### src/rtl/ufb_pkg.sv
`timescale 1ns/1ps
package ufb_pkg;
  typedef enum logic [1:0] {ST_IDLE, ST_READ, ST_WRITE, ST_RECOVER} ufb_state_e;

  // ceil((t + period/2) / period), in picoseconds
  function automatic int unsigned ns_to_cyc(input int unsigned t_ns, input int unsigned clk_hz);
    longint unsigned per_ps, num;
    per_ps = 64'd1000000000000 / 64'(clk_hz);
    num    = 64'(t_ns) * 64'd1000 + per_ps / 64'd2;
    return 32'((num + per_ps - 64'd1) / per_ps);
  endfunction
endpackage

### src/rtl/ufb_sync.sv
`timescale 1ns/1ps
module ufb_sync #(
  parameter int          W   = 2,
  parameter logic [W-1:0] RST = '1
) (
  input  logic         clk_i,
  input  logic         rst_ni,
  input  logic [W-1:0] d_i,
  output logic [W-1:0] q_o
);
  logic [W-1:0] s1_q, s2_q;

  always_ff @(posedge clk_i or negedge rst_ni) begin
    if (!rst_ni) begin
      s1_q <= RST;
      s2_q <= RST;
    end else begin
      s1_q <= d_i;
      s2_q <= s1_q;
    end
  end

  assign q_o = s2_q;
endmodule

### src/rtl/ufb_timer.sv
`timescale 1ns/1ps
module ufb_timer #(
  parameter int TW = 3
) (
  input  logic          clk_i,
  input  logic          rst_ni,
  input  logic          load_i,
  input  logic [TW-1:0] val_i,
  output logic          zero_o
);
  logic [TW-1:0] cnt_q;

  always_ff @(posedge clk_i or negedge rst_ni) begin
    if (!rst_ni)        cnt_q <= '0;
    else if (load_i)    cnt_q <= val_i;
    else if (!zero_o)   cnt_q <= cnt_q - 1'b1;
  end

  assign zero_o = (cnt_q == '0);
endmodule

### src/rtl/usb_fifo_bridge.sv
`timescale 1ns/1ps
module usb_fifo_bridge
  import ufb_pkg::*;
#(
  parameter int unsigned CLK_HZ    = 50_000_000,
  parameter int unsigned STROBE_NS = 50,
  parameter int unsigned RECOV_NS  = 49
) (
  input  logic       clk_i,
  input  logic       rst_ni,
  input  logic       avail_ni,
  input  logic       space_ni,
  output logic       rd_no,
  output logic       wr_no,
  input  logic [7:0] bus_d_i,
  output logic [7:0] bus_d_o,
  output logic       bus_oe_o,
  input  logic       snk_stb_i,
  input  logic [7:0] snk_data_i,
  output logic       snk_ack_o,
  output logic       src_stb_o,
  output logic [7:0] src_data_o,
  input  logic       src_ack_i
);
  localparam int SYNC_STAGES = 2;
  localparam int STROBE_CYC  = int'(ns_to_cyc(STROBE_NS, CLK_HZ));
  localparam int RECOV_CYC   = int'(ns_to_cyc(RECOV_NS, CLK_HZ));
  localparam int WAIT_CYC    = RECOV_CYC + SYNC_STAGES;
  localparam int MAX_CYC     = (STROBE_CYC > WAIT_CYC) ? STROBE_CYC : WAIT_CYC;
  localparam int TW          = $clog2(MAX_CYC + 1);

  ufb_state_e    state_q;
  logic          avail_s_n, space_s_n;
  logic          can_rd, can_wr, pick_rd, pick_wr;
  logic          prio_rd_q;
  logic          t_zero, t_load;
  logic [TW-1:0] t_val;

  ufb_sync #(.W(2), .RST(2'b11)) u_sync (
    .clk_i (clk_i),
    .rst_ni(rst_ni),
    .d_i   ({avail_ni, space_ni}),
    .q_o   ({avail_s_n, space_s_n})
  );

  // read needs an empty holding register; ties go to the direction not served last
  assign can_rd  = !avail_s_n && !src_stb_o;
  assign can_wr  = !space_s_n && snk_stb_i;
  assign pick_rd = can_rd && (prio_rd_q || !can_wr);
  assign pick_wr = can_wr && !pick_rd;

  assign snk_ack_o = (state_q == ST_IDLE) && pick_wr;

  always_comb begin
    t_load = 1'b0;
    t_val  = TW'(STROBE_CYC - 1);
    unique case (state_q)
      ST_IDLE:  t_load = pick_rd || pick_wr;
      ST_READ,
      ST_WRITE: begin
        t_load = t_zero;
        t_val  = TW'(WAIT_CYC - 1);
      end
      default:  t_load = 1'b0;
    endcase
  end

  ufb_timer #(.TW(TW)) u_timer (
    .clk_i (clk_i),
    .rst_ni(rst_ni),
    .load_i(t_load),
    .val_i (t_val),
    .zero_o(t_zero)
  );

  always_ff @(posedge clk_i or negedge rst_ni) begin
    if (!rst_ni) begin
      state_q    <= ST_IDLE;
      rd_no      <= 1'b1;
      wr_no      <= 1'b1;
      bus_oe_o   <= 1'b0;
      bus_d_o    <= '0;
      src_stb_o  <= 1'b0;
      src_data_o <= '0;
      prio_rd_q  <= 1'b1;
    end else begin
      if (src_stb_o && src_ack_i) src_stb_o <= 1'b0;
      unique case (state_q)
        ST_IDLE: begin
          if (pick_rd) begin
            state_q   <= ST_READ;
            rd_no     <= 1'b0;
            prio_rd_q <= 1'b0;
          end else if (pick_wr) begin
            state_q   <= ST_WRITE;
            wr_no     <= 1'b0;
            bus_oe_o  <= 1'b1;
            bus_d_o   <= snk_data_i;
            prio_rd_q <= 1'b1;
          end
        end
        ST_READ: if (t_zero) begin
          rd_no      <= 1'b1;
          src_data_o <= bus_d_i;
          src_stb_o  <= 1'b1;
          state_q    <= ST_RECOVER;
        end
        ST_WRITE: if (t_zero) begin
          wr_no    <= 1'b1;
          bus_oe_o <= 1'b0;
          state_q  <= ST_RECOVER;
        end
        default: if (t_zero) state_q <= ST_IDLE;
      endcase
    end
  end

  // checker-only strobe length counter
  logic [TW-1:0] chk_low_q;
  always_ff @(posedge clk_i or negedge rst_ni) begin
    if (!rst_ni)                chk_low_q <= '0;
    else if (!rd_no || !wr_no)  chk_low_q <= chk_low_q + 1'b1;
    else                        chk_low_q <= '0;
  end


  strobe_excl_chk: assert property (@(posedge clk_i) disable iff (!rst_ni)
    !(!rd_no && !wr_no));

  bus_contention_chk: assert property (@(posedge clk_i) disable iff (!rst_ni)
    !rd_no |-> !bus_oe_o);

  src_hold_chk: assert property (@(posedge clk_i) disable iff (!rst_ni)
    (src_stb_o && !src_ack_i) |=> (src_stb_o && $stable(src_data_o)));

  rd_backpressure_chk: assert property (@(posedge clk_i) disable iff (!rst_ni)
    $fell(rd_no) |-> !$past(src_stb_o));

  ack_pulse_chk: assert property (@(posedge clk_i) disable iff (!rst_ni)
    snk_ack_o |=> (!snk_ack_o && !wr_no && bus_oe_o));

  wr_data_chk: assert property (@(posedge clk_i) disable iff (!rst_ni)
    (!wr_no && $past(!wr_no)) |-> ($stable(bus_d_o) && bus_oe_o));

  recover_gap_chk: assert property (@(posedge clk_i) disable iff (!rst_ni)
    ($rose(rd_no) || $rose(wr_no)) |=> (rd_no && wr_no));

  strobe_len_chk: assert property (@(posedge clk_i) disable iff (!rst_ni)
    ($rose(rd_no) || $rose(wr_no)) |-> (chk_low_q == TW'(STROBE_CYC)));
endmodule

### config.mk
export PLATFORM = sky130hd
export DESIGN_NAME = usb_fifo_bridge
export DESIGN_NICKNAME = d
export VERILOG_FILES = /design/src/rtl/ufb_pkg.sv /design/src/rtl/ufb_sync.sv /design/src/rtl/ufb_timer.sv /design/src/rtl/usb_fifo_bridge.sv
export SDC_FILE = /design/constraint.sdc
export NUM_CORES = 1
export LEC_CHECK = 0
export ABC_AREA = 0
export BUFFER_PORTS_ARGS = -buffer_cell sky130_fd_sc_hd__buf_4
export CORE_MARGIN = 2
export CORE_UTILIZATION = 45
export CTS_CLUSTER_SIZE = 12
export DETAILED_ROUTE_END_ITERATION = 16
export PLACE_DENSITY = 0.77
export SYNTH_ARGS = -nofsm -noshare
export SYNTH_HDL_FRONTEND = slang
export SYNTH_HIERARCHICAL = 1
export SYNTH_SLANG_ARGS = --single-unit
### constraint.sdc
create_clock -name clk_i -period 1.5 [get_ports clk_i]
set_input_delay 0.075 -clock clk_i [delete_from_list [all_inputs] [get_ports clk_i]]
set_output_delay 0.075 -clock clk_i [all_outputs]
set_load 0.005 [all_outputs]
# Word-level counts from Yosys, hierarchy flattened
# Cells that the tools add are included.
# classes
n_addsub	1
eq_ne	10
n_mux	23
n_bitwise	1
n_reduce_logical	26
# ops
cell	count
2-to-1 mux 1 bit	11
!= test 2 bit (second input constant)	5
2-to-1 mux 3 bit	3
AND reduction 3 bit	3
2-to-1 mux 2 bit	4
case mux 1 bit (2 select lines)	4
nonzero test 2 bit	4
logical AND 1 bit	6
logical NOT 1 bit	5
!= test 2 x 1 -> 1 bit (second input constant)	2
case mux 2 bit (2 select lines)	1
AND reduction 2 bit	2
AND reduction 4 bit	1
logical NOT 3 bit	1
!= test 3 bit (second input constant)	1
subtractor 3 x 1 -> 3 bit (second input constant)	1
== test 2 x 1 -> 1 bit (second input constant)	1
== test 2 bit (second input constant)	1
logical NOT 2 bit	1
logical OR 1 bit	2
OR reduction 2 bit	1
NOT 1 bit	1
# word_totals
ff_bits	30
inputBits	22
out_inout_bits	21
wordCells	72

# Logic depth before layout (Yosys ltp)
# depth
depth_word	10
depth_mapped	8

# Cells and area by module
# The synthesis kept the hierarchy.
# by_module_without_submodules
mod	instances	cells_each	area_per_inst_um2	seq_area_each_um2
usb_fifo_bridge	1	83	1092.3	579.3
ufb_timer	1	21	200.2	75.1
ufb_sync	1	4	105.1	105.1

# Worst setup path after synthesis
# No wires, ideal clock.
# synth_timing
path_kind	register -> register
startpoint	reg state_q[0]
endpoint	reg state_q[0]
setup_time_ns	0.125
arrival_ns	1.531
t_required_ns	1.375
slack_ns	-0.156
path_stages_with_launch	7
n_path_buf	1
cell_sequence	dfrtp_1 -> inv_1 -> ha_1 -> buf_2 -> inv_1 -> o32ai_1 -> mux2_2
# synth_via
elab_chain_len	4
elab_cells_between_ends	9
classes_between	eq/ne: 4; mux: 1; reduce/logical: 4
# synth_rtl
item	line	source
from (decl)	usb_fifo_bridge.sv:32	ufb_state_e state_q;
from (signal assigned)	usb_fifo_bridge.sv:78	state_q <= ST_IDLE;
from (signal assigned)	usb_fifo_bridge.sv:91	state_q <= ST_READ;
from (signal assigned)	usb_fifo_bridge.sv:95	state_q <= ST_WRITE;
== test 2 bit or == test 2 x 1 -> 1 bit (tied branches)	usb_fifo_bridge.sv:88	unique case (state_q)
OR reduction 2 bit (no line)	--	
!= test 2 x 1 -> 1 bit (no line)	--	
AND reduction 3 bit (no line)	--	
# Parallel ways exist; a longest one is shown, timed or not.
# A chain may end at the register's enable or synchronous reset.

# Final worst setup path
# layout_timing
startpoint	reg prio_rd_q
endpoint	reg bus_d_o[0]
# layout_via
elab_chain_len	5
elab_cells_between_ends	6
classes_between	bitwise: 1; reduce/logical: 5
# layout_rtl
item	line	source
from (decl)	usb_fifo_bridge.sv:35	logic prio_rd_q;
from (signal assigned)	usb_fifo_bridge.sv:85	prio_rd_q <= 1'b1;
from (signal assigned)	usb_fifo_bridge.sv:93	prio_rd_q <= 1'b0;
from (signal assigned)	usb_fifo_bridge.sv:99	prio_rd_q <= 1'b1;
logical OR 1 bit (*)	usb_fifo_bridge.sv:49	assign pick_rd = can_rd && (prio_rd_q || !can_wr);
logical AND 1 bit (*)	usb_fifo_bridge.sv:49	
logical NOT 1 bit	usb_fifo_bridge.sv:50	assign pick_wr = can_wr && !pick_rd;
logical AND 1 bit	usb_fifo_bridge.sv:50	
AND reduction 3 bit (no line) (*)	--	
to (signal assigned)	usb_fifo_bridge.sv:98	bus_d_o <= snk_data_i;
to (decl)	usb_fifo_bridge.sv:16	output logic [7:0] bus_d_o,
# Mark *: on every way between the ends. The rest lies on a longest branch, timed or not.

==> flow_summary.toml <==
[place]
gp_congestion = 0.819
port-buffer-count = 42
post-dp-hpwl_um = 2240
place_ws_ns = -0.211
placement.cell_area_sq_mm = 0.00193
numPlacedInstances = 203

[sta]
timing.final.setup_violations = 21
final_period_minus_worst_setup_slack_ns = 1.72
report.final.hold_viol_count = 0
max_freq_mhz = 581
rsz0062_at_grt = "yes"
clock-skew-final_ns = 0.0304
setup_slack_ns = -0.221
timing.setup.tns_ns = -2.35
final_min_period_over_clock_period_pct = 115
report.final.slew_viol_count = 0

[global_routing]
first_pass_grt_wire_length_um = 6780
grt_usage_pct = 26.9
grt_max_degree = 31
number_of_antenna_violations_at_the_first_check_in_global_routing = 0
grt.overflow.total = 0
vias_in_the_first_global_route = 1380

[synthesis]
largest_family_of_logic_cells_by_synthesized_area = "multiplexers"
netlist-cell-type-count = 31
synthDominantCellAreaShare_pct = 41.2
synth_compound_gate_area_share_pct = 8.86
post_synth_mux_area_share_pct = 16.7
xor_and_xnor_area_share_after_synthesis_pct = 0
yosys.area_share.adder_pct = 5.37
post-synth-top-area-cell = "dfrtp_1"
synth-warning-count = 6
synthesis.area_per_instance_sq_um = 12.9
most_frequent_cells_after_synthesis = "dfrtp_1, inv_1, mux2_2"
synth_flop_cell = "dfrtp_1"
proportion_of_synthesized_flip_flops_having_asynchronous_set_or_reset_pct = 100
postSynthRegisterBits = 30
synthesis.nets = 136
postSynthCellCount = 108
synth_edf_count = 0
netlist_top_cells_area = "dfrtp_1, dfstp_2, mux2_4, mux2_2, ha_1"
synth-simple-area-share_pct = 10.4
netlist_area_pre_place_sq_mm = 0.00140
synth_sequential_area_ratio_pct = 54.3
synth.most_common_cell = "dfrtp_1"

[cells_and_area]
final_cells = 243
antenna-diode-count = 0
fillCellCount = 121
drive_above_1_share_pct = 67.6
layout-area-overhead-vs-synth_pct = 81.2
fin_nets = 237
stdcell_area_sq_mm = 0.00253
post_layout_utilization_of_the_core_pct = 84.3

[clock_network]
cts_tree = "built"
clk-insertion-delay-late_ns = 0.38
ctsRootBufferMaster = "clkbuf_4"
htree_levels = 2
clockBufferDepth = 2
cts.reportedPaths.clkPinSlew_ns = 0.13
clock_sink_count = 30
inserted_clock_buffers = 5

[pwr]
comb_power_share_pct = 61.4
intPower_mw = 3.29
p_sw_mw = 1.96
sw_frac_of_total_pct = 37.3
seq_power_share_pct = 28.5
clock_power_share_pct = 10.1
total_leakage_power_nw = 1.21
vdd_ir_drop_max_mv = 1.26
powerDensity_mw_per_mm2 = 2070

[worst_setup_path]
critical_path.startpoint_type = "flip-flop"
cpPeakStageDelay_ns = 0.56
critical_path.max_fanout = 6
timing.critical_path.slowest_stage_cell = "dfstp_2"
timing.critical_path.max_delay_family = "simple AND/OR/NAND/NOR gates"
path_buf_inv = 1
data_required_time_of_the_critical_path_ns = 1.74
crit_path_end_kind = "flip-flop"
timing.setup.critical_path_class = "reg2reg"
cp_data_arrival_time_ns = 1.96
critical_path.cell_chain = "or3b_4 > and3_4 > buf_4 > mux2_4"
worst-r2r-setup-slack_ns = -0.22

[die]
initial_core_util_pct = 46.5
chipHeight_um = 59.7
boundaryPins = 43
horizontal_extent_of_the_die_um = 59.7
dieArea_sq_mm = 0.00357
std_cell_rows = 20
core-area_sq_mm = 0.00300

[run_status]
outcome = "finished, violations left"
violations = "setup timing"

[detailed_routing]
vias_per_cell = 5.54
detail_route.first_pass.iterations = 4
route.detailed.drc = 0
first_iter_violations = 70
final_antenna_net_count = 0
postRouteWirelength_um = 5040
route.vias.total = 1347
routed_wire_length_per_instance_um = 20.8

[worst_hold_path]
min_path_type = "in2async"

[job]
max_cap_violations = 0
## worst register-to-register path: cells and delay by family (launching register included)
family | cells | cell delay (ns)
buffers and inverters | 1 | 0.15
and+or+nand+nor | 2 | 0.57
DFF | 1 | 0.56
muxes | 1 | 0.30
## per-layer routing
layer / track usage (%) / share of wire (%) / up-vias
li1: - / - / 587
met1: 31.6 / 40 / 672
met2: 44.7 / 49 / 68
met3: 8.66 / 6.6 / 20
met4: 11.7 / 3.8 / 0
met5: 0 / 0 / -
## metrics by stage
stage,hold WS (ns),total power [mW]
6_report,0.146,5.25
5_1_grt,0.181,5.47
4_1_cts,0.168,4.44
3_5_place_dp,0.0176,3.51
3_3_place_gp,0.0147,3.42
2_1_floorplan,-0.221,2.49
## power groups by stage
stage / Sequential [mW] / Combinational (mW) / Clock [mW]
5_1_grt: 1.53 / 3.37 / 0.573
6_report: 1.49 / 3.22 / 0.532
2_1_floorplan: 1.45 / 1.05 / 0
4_1_cts: 1.44 / 2.49 / 0.504
3_3_place_gp: 1.42 / 2.01 / 0
3_5_place_dp: 1.44 / 2.07 / 0
## cells by family after synthesis
family	count (synthesis)
simple gates	22
flops	30
buf+inv	13
compound gates	18
fa+ha+maj	6
mux	18
other cells	1
## flip-flops by register name, indices dropped and copies added (netlist names), 2 cells and up
signal / flops
u_sync/s1_q: 2
bus_d_o: 8
u_sync/q_o: 2
state_q: 2
u_timer/cnt_q: 3
src_data_o: 8
## layout by cell type, fill, tap and decap left out, types with 2 or more instances in the layout
| cell | Yosys | routed |
|---|---|---|
| a311oi_2 | 0 | 3 |
| or3b_4 | 0 | 2 |
| dfrtp_1 | 23 | 23 |
| a31oi_1 | 3 | 3 |
| buf_12 | 0 | 2 |
| a21oi_1 | 4 | 3 |
| dfstp_2 | 7 | 7 |
| nor2b_2 | 0 | 2 |
| dlygate4sd3_1 | 0 | 20 |
| nand2_4 | 0 | 2 |
| mux2_4 | 8 | 18 |
| ha_1 | 6 | 2 |
| nor2b_4 | 0 | 2 |
| buf_6 | 1 | 5 |
| clkbuf_4 | 0 | 5 |
| ha_4 | 0 | 3 |
| inv_1 | 11 | 3 |
| inv_2 | 0 | 7 |
| buf_4 | 0 | 68 |
## final timing paths
| kind | to | depth (start not counted) | from |
|---|---|---|---|
| setup / recovery | bus_d_o[0] | 4 | prio_rd_q |
| hold reg to reg | u_sync/q_o[1] | 0 | u_sync/s1_q[1] |
| max in group asynchronous | wr_no | 2 | rst_ni |
| min in group clk_i | prio_rd_q | 4 | snk_stb_i |
| setup reg to reg | bus_d_o[0] | 4 | prio_rd_q |
| hold / removal | bus_d_o[2] | 2 | rst_ni |
## timing repair
| item | 4_1_cts | 5_1_grt |
|---|---|---|
| hold buffers | 20 | 0 |
| buffers inserted | 6 | 6 |
| pin swaps | 5 | 10 |
| endpoints found under the hold margin | 49 | 0 |
| resized for setup | 27 | 30 |
| endpoints found under the setup margin | 16 | 24 |
| gates cloned | 0 | 1 |
## area by class of cell
cell class | count | area [sq um] | share of cell area [%]
clock buffer | 5 | 37.5 | 1.48
timing repair buffer | 96 | 832 | 32.9
inverter | 11 | 43.8 | 1.73
tap | 33 | 41.3 | 1.63
clock inverter | 3 | 21.3 | 0.840
sequential | 30 | 759 | 30.0
multi-input combinational | 65 | 797 | 31.5
Note: power is estimated with default switching activity, not from simulation.
